### config.mk
export PLATFORM = sky130hd
export DESIGN_NAME = sdram_access_seq
export DESIGN_NICKNAME = d
export VERILOG_FILES = /design/src/rtl/sdram_seq_pkg.sv /design/src/rtl/sdram_addr_split.sv /design/src/rtl/sdram_cmd_fsm.sv /design/src/rtl/sdram_rd_capture.sv /design/src/rtl/sdram_access_seq.sv
export SDC_FILE = /design/constraint.sdc
export NUM_CORES = 1
export LEC_CHECK = 0
export ABC_AREA = 0
export BUFFER_PORTS_ARGS = -buffer_cell sky130_fd_sc_hd__buf_2
export CORE_AREA = 2 2 87 89
export CTS_CLUSTER_SIZE = 40
export DETAILED_ROUTE_END_ITERATION = 8
export DIE_AREA = 0 0 89 91
export PLACE_DENSITY = 0.72
export SLEW_MARGIN = 20
export SYNTH_ARGS = -nofsm -noshare
export SYNTH_HDL_FRONTEND = slang
export SYNTH_SLANG_ARGS = --single-unit
export TNS_END_PERCENT = 100
### constraint.sdc
create_clock -name clk -period 1.95 [get_ports clk]
set_input_delay 0.195 -clock clk [delete_from_list [all_inputs] [get_ports clk]]
set_output_delay 0.195 -clock clk [all_outputs]
set_load 0.005 [all_outputs]
### src/rtl/sdram_seq_pkg.sv
`timescale 1ns/1ps
package sdram_seq_pkg;
  typedef enum logic [2:0] {
    ST_IDLE,
    ST_ACT,
    ST_RCD,
    ST_COL,
    ST_PRE
  } seq_state_t;

  // command word order: cs_n, ras_n, cas_n, we_n
  typedef logic [3:0] sd_cmd_t;
  localparam sd_cmd_t CMD_NOP = 4'b0111;
  localparam sd_cmd_t CMD_ACT = 4'b0011;
  localparam sd_cmd_t CMD_RD  = 4'b0101;
  localparam sd_cmd_t CMD_WR  = 4'b0100;
endpackage

### src/rtl/sdram_addr_split.sv
`timescale 1ns/1ps
module sdram_addr_split #(
  parameter int BANK_W = 2,
  parameter int ROW_W  = 13,
  parameter int COL_W  = 9,
  localparam int ADDR_W = BANK_W + ROW_W + COL_W
) (
  input  logic [ADDR_W-1:0] addr,
  output logic [BANK_W-1:0] bank,
  output logic [ROW_W-1:0]  row,
  output logic [COL_W-1:0]  col
);
  // bank on top, then row, column in the low bits
  assign bank = addr[ADDR_W-1 -: BANK_W];
  assign row  = addr[COL_W +: ROW_W];
  assign col  = addr[COL_W-1:0];
endmodule

### src/rtl/sdram_cmd_fsm.sv
`timescale 1ns/1ps
module sdram_cmd_fsm
  import sdram_seq_pkg::*;
#(
  parameter int TRCD    = 2,
  parameter int TRP_TWR = 4
) (
  input  logic       clk,
  input  logic       rst_n,
  input  logic       req_valid,
  output logic       req_ready,
  output seq_state_t state
);
  localparam int MAXW = (TRCD > TRP_TWR) ? TRCD : TRP_TWR;
  localparam int CW   = $clog2(MAXW + 1) + 1;

  seq_state_t      nxt;
  logic [CW-1:0]   cnt;

  assign req_ready = (state == ST_IDLE);

  always_comb begin
    nxt = state;
    unique case (state)
      ST_IDLE: if (req_valid) nxt = ST_ACT;
      ST_ACT:  nxt = (TRCD > 1) ? ST_RCD : ST_COL;
      ST_RCD:  if (cnt == CW'(1)) nxt = ST_COL;
      ST_COL:  nxt = ST_PRE;
      ST_PRE:  if (cnt == CW'(1)) nxt = ST_IDLE;
      default: nxt = ST_IDLE;
    endcase
  end

  always_ff @(posedge clk or negedge rst_n) begin
    if (!rst_n) begin
      state <= ST_IDLE;
      cnt   <= '0;
    end else begin
      state <= nxt;
      unique case (state)
        ST_ACT:         cnt <= CW'(TRCD - 1);
        ST_COL:         cnt <= CW'(TRP_TWR);
        ST_RCD, ST_PRE: cnt <= cnt - CW'(1);
        default:        cnt <= '0;
      endcase
    end
  end
endmodule

### src/rtl/sdram_rd_capture.sv
`timescale 1ns/1ps
module sdram_rd_capture #(
  parameter int DQ_W        = 16,
  parameter int CAS_LATENCY = 2
) (
  input  logic            clk,
  input  logic            rst_n,
  input  logic            rd_issue,
  input  logic [DQ_W-1:0] dq_i,
  output logic            rd_valid,
  output logic [DQ_W-1:0] rd_data
);
  logic [CAS_LATENCY-1:0] pipe;
  logic                   hit;

  generate
    if (CAS_LATENCY == 1) begin : g_cl1
      always_ff @(posedge clk or negedge rst_n) begin
        if (!rst_n) pipe <= '0;
        else        pipe <= rd_issue;
      end
    end else begin : g_cln
      always_ff @(posedge clk or negedge rst_n) begin
        if (!rst_n) pipe <= '0;
        else        pipe <= {pipe[CAS_LATENCY-2:0], rd_issue};
      end
    end
  endgenerate

  assign hit = pipe[CAS_LATENCY-1];

  always_ff @(posedge clk or negedge rst_n) begin
    if (!rst_n) begin
      rd_valid <= 1'b0;
      rd_data  <= '0;
    end else begin
      rd_valid <= hit;
      if (hit) rd_data <= dq_i;
    end
  end
endmodule

### src/rtl/sdram_access_seq.sv
`timescale 1ns/1ps
module sdram_access_seq #(
  parameter int BANK_W      = 2,
  parameter int ROW_W       = 13,
  parameter int COL_W       = 9,
  parameter int DQ_W        = 16,
  parameter int AP_BIT      = 10,
  parameter int TRCD        = 2,
  parameter int CAS_LATENCY = 2,
  parameter int TRP_TWR     = 4,
  localparam int ADDR_W = BANK_W + ROW_W + COL_W,
  localparam int DM_W   = DQ_W / 8
) (
  input  logic              clk,
  input  logic              rst_n,
  input  logic              req_valid,
  output logic              req_ready,
  input  logic              req_write,
  input  logic [ADDR_W-1:0] req_addr,
  input  logic [DQ_W-1:0]   req_wdata,
  output logic              rd_valid,
  output logic [DQ_W-1:0]   rd_data,
  output logic              sd_cke,
  output logic              sd_cs_n,
  output logic              sd_ras_n,
  output logic              sd_cas_n,
  output logic              sd_we_n,
  output logic [BANK_W-1:0] sd_ba,
  output logic [ROW_W-1:0]  sd_a,
  output logic [DQ_W-1:0]   sd_dq_o,
  output logic              sd_dq_oe,
  input  logic [DQ_W-1:0]   sd_dq_i,
  output logic [DM_W-1:0]   sd_dqm
);
  import sdram_seq_pkg::*;

  seq_state_t        st;
  logic              take;
  logic [ADDR_W-1:0] addr_q;
  logic              wr_q;
  logic [DQ_W-1:0]   wdata_q;
  logic [BANK_W-1:0] bank;
  logic [ROW_W-1:0]  row;
  logic [COL_W-1:0]  col;
  sd_cmd_t           cmd;
  logic              rd_issue;

  assign take = req_valid && req_ready;

  always_ff @(posedge clk or negedge rst_n) begin
    if (!rst_n) begin
      addr_q  <= '0;
      wr_q    <= 1'b0;
      wdata_q <= '0;
    end else if (take) begin
      addr_q  <= req_addr;
      wr_q    <= req_write;
      wdata_q <= req_wdata;
    end
  end

  sdram_addr_split #(
    .BANK_W(BANK_W), .ROW_W(ROW_W), .COL_W(COL_W)
  ) u_split (
    .addr(addr_q), .bank(bank), .row(row), .col(col)
  );

  sdram_cmd_fsm #(
    .TRCD(TRCD), .TRP_TWR(TRP_TWR)
  ) u_fsm (
    .clk(clk), .rst_n(rst_n), .req_valid(req_valid),
    .req_ready(req_ready), .state(st)
  );

  always_comb begin
    cmd      = CMD_NOP;
    sd_ba    = '0;
    sd_a     = '0;
    sd_dq_oe = 1'b0;
    sd_dq_o  = '0;
    unique case (st)
      ST_ACT: begin
        cmd   = CMD_ACT;
        sd_ba = bank;
        sd_a  = row;
      end
      ST_COL: begin
        cmd              = wr_q ? CMD_WR : CMD_RD;
        sd_ba            = bank;
        sd_a[COL_W-1:0]  = col;
        sd_a[AP_BIT]     = 1'b1;
        if (wr_q) begin
          sd_dq_oe = 1'b1;
          sd_dq_o  = wdata_q;
        end
      end
      default: ;
    endcase
  end

  assign {sd_cs_n, sd_ras_n, sd_cas_n, sd_we_n} = cmd;
  assign sd_cke   = 1'b1;
  assign sd_dqm   = '0;
  assign rd_issue = (st == ST_COL) && !wr_q;

  sdram_rd_capture #(
    .DQ_W(DQ_W), .CAS_LATENCY(CAS_LATENCY)
  ) u_cap (
    .clk(clk), .rst_n(rst_n), .rd_issue(rd_issue),
    .dq_i(sd_dq_i), .rd_valid(rd_valid), .rd_data(rd_data)
  );
endmodule

==> run metrics <==
Worst Tran Pin Value 0.629 ns; register area share after synthesis 53.6%; fin worst setup slack 0.156 ns; max_cap viols 0; clock buffer count from CTS 9; routed len/inst 13.6 um; final WL 5910 um; Synth Register Bits 67; routed vias 1985; PwrDens 1500 mW/mm^2; status complete, no violations; Remaining DRCs 0; Crit-path slowest cell dfrtp_1; Yosys warnings 0; final-stage net count 393; Clock Latency Late Sink 0.34 ns; first-pass GRT wire length 9360 um; CTS root buf clkbuf_8; buffers added on ports 112; Diodes inserted 0; Worst Path Max Fanout 18; share of layout cells above drive strength 1 57.8%; Reg clk slew, reported paths 0.07 ns; Top-Level Pins 117; Netlist cell types 28; Pins Over Slew Limit 0; DIE HEIGHT 91 um; H-tree depth 3; Overflow after GRT 0; vias in the first global route 1987; Final ANT Viol Nets 0; largest net degree at the start of global routing 68; TritonCTS clock tree yes; First DRT Iteration DRCs 32; vias per cell 4.58; Fin Clk Skew 0.0125 ns; Reg area 0.00168 sq mm; Critical Path AT 1.60 ns; mapped cell area 0.00313 sq mm; fmax 0.558 GHz; crit end category output port; maximum vdd drop 0.649 mV; crit path time final 1.79 ns; slowest stage delay, CP 0.39 ns; all-layer global routing usage 15.2%; area of the multi-input gates 0.00127 sq mm; period utilization 92.0%; RSZ-0062 raised after global routing false; worst path cell trace buf_4 -> and3_4 -> and2_1 -> buf_2; die width 89 um; commonest non-fill, non-tap cell in the layout buf_2; Avg Inst Size Synth 14.4 sq um; cells after synthesis 218; leakage power 2.03 nW; die area 0.00810 sq mm; Site Rows 31; Filler cells 633; Critical Path RT 1.75 ns; area delta synth->final 24.9%; Hold Vio Cnt, Final 0; detailed placer's ending HPWL 4220 um; Place WS 0.177 ns; Clock Tree Buf Depth 2; critical path class register to output port; Placeable Area 0.00714 sq mm; Final Setup Violations 0; Clock Sinks 67; Startpoint Class register; most frequent cells in the layout 112 x buf_2, 66 x dfrtp_1, 39 x mux2_4; Initial Util 43.9%; 1st-pass router iterations 4; setup TNS 0 ns; HP Class input pin to register; slew margin rel. 58.0%; GPL Wtd Cong 0.742; antenna violations before repair 0
-- registers in the layout (all words and copies together) (netlist names) --
name and count:
wdata_q 16, u_fsm.state 3, u_cap.rd_valid 1, u_fsm.cnt 4, u_cap.rd_data 16, u_cap.pipe 2, wr_q 1, addr_q 24
-- power breakdown --
part	internal (mW)	switching, mW	leakage (nW)	total (mW)
registers	2.07	0.383	0.806	2.45
logic	1.47	0.872	1.13	2.34
clock network	0.607	0.482	0.0950	1.09
total	4.14	1.74	2.03	5.88
-- worst paths after layout --
path | from | to | slack, ns | cells after the start
max in group asynchronous | rst_n | u_fsm.cnt[3] | 1.24 | 3
max reg2reg | u_fsm.state[2] | wdata_q[0] | 0.22 | 4
min | req_addr[17] | addr_q[17] | 0.08 | 2
min in group asynchronous | rst_n | wdata_q[11] | 0.43 | 3
max | u_fsm.state[1] | sd_dq_o[14] | 0.16 | 4
min reg2reg | u_cap.pipe[0] | u_cap.pipe[1] | 0.35 | 0
-- synth_stat cells --
master    count  area share (%)
a21oi_1       1            0.16
a31o_2        1            0.28
and2_1       18             3.6
and2_4        1            0.28
and3_1        4            0.80
buf_12        5             3.2
buf_2         3            0.48
buf_4         5             1.2
buf_6         2            0.72
clkbuf_1      3            0.36
conb_1        2            0.24
dfrtp_1      67              54
ha_1          2            0.80
inv_1         3            0.36
mux2_2       18             6.5
mux2_4       39              19
mux2i_1       9             2.9
nand2_1       4            0.48
nand2b_1      2            0.40
nor2_1       18             2.2
nor2b_1       1            0.20
nor3_1        1            0.16
nor3_4        1            0.52
nor3b_1       1            0.24
o211a_1       1            0.32
o21ai_0       2            0.32
xnor2_1       2            0.56
xor2_1        2            0.56
-- routing by layer --
metal	vias up	track usage (%)	share of wire, %	wire (um)
met4	0	5.60	1.4	82
met5	-	0	0	0
met3	8	5.91	8.0	470
met1	956	20.2	46	2730
met2	79	22.5	44	2620
li1	942	-	-	-
-- area by class of cell --
cell class | count | share of cell area [%]
inverter | 3 | 0.288
clock inverter | 3 | 1.02
multi-input combinational | 132 | 32.5
tap | 99 | 3.17
sequential | 67 | 42.9
clock buffer | 11 | 3.61
timing repair buffer | 118 | 16.5
-- critical path, delay by kind of cell (launching register included) --
family | cells | cell delay [ns]
buffers and inverters | 2 | 0.40
AND/OR/NAND/NOR | 2 | 0.48
flip-flops | 1 | 0.39
-- through the flow --
step | instance area, sq um | power, mW | util (%) | hold slack, ns | instances
final | 3910 | 5.88 | 54.8 | 0.0820 | 433
after global routing | 3910 | 6.31 | 54.8 | 0.0581 | 433
after CTS | 3910 | 5.97 | 54.8 | 0.0590 | 433
after floorplan | 3140 | 4.25 | - | -0.101 | 220
after detailed placement | 3710 | 4.83 | 52.0 | 0.245 | 418
after global placement | 3710 | 4.76 | 52.0 | 0.241 | 418
-- cell families after synthesis --
logic type               count (synthesis)  share of synthesized area [%]
AND/OR/NAND/NOR                         51                           8.83
flip-flops                              67                           53.6
adder cells (fa/ha/maj)                  2                          0.799
AO/OA/AOI/OAI                            5                           1.08
buffers and inverters                   21                           6.31
multiplexers                            66                           28.1
other                                    2                          0.240
XOR/XNOR                                 4                           1.12
-- repair_timing --
action | in CTS | in global routing
hold buffers | 1 | 0
gates resized for setup | 2 | 2
endpoints found under the hold margin | 67 | 0
endpoints found under the setup margin | 18 | 17
setup buffers | 0 | 0
No activity file was read; power rests on OpenSTA's default activity.
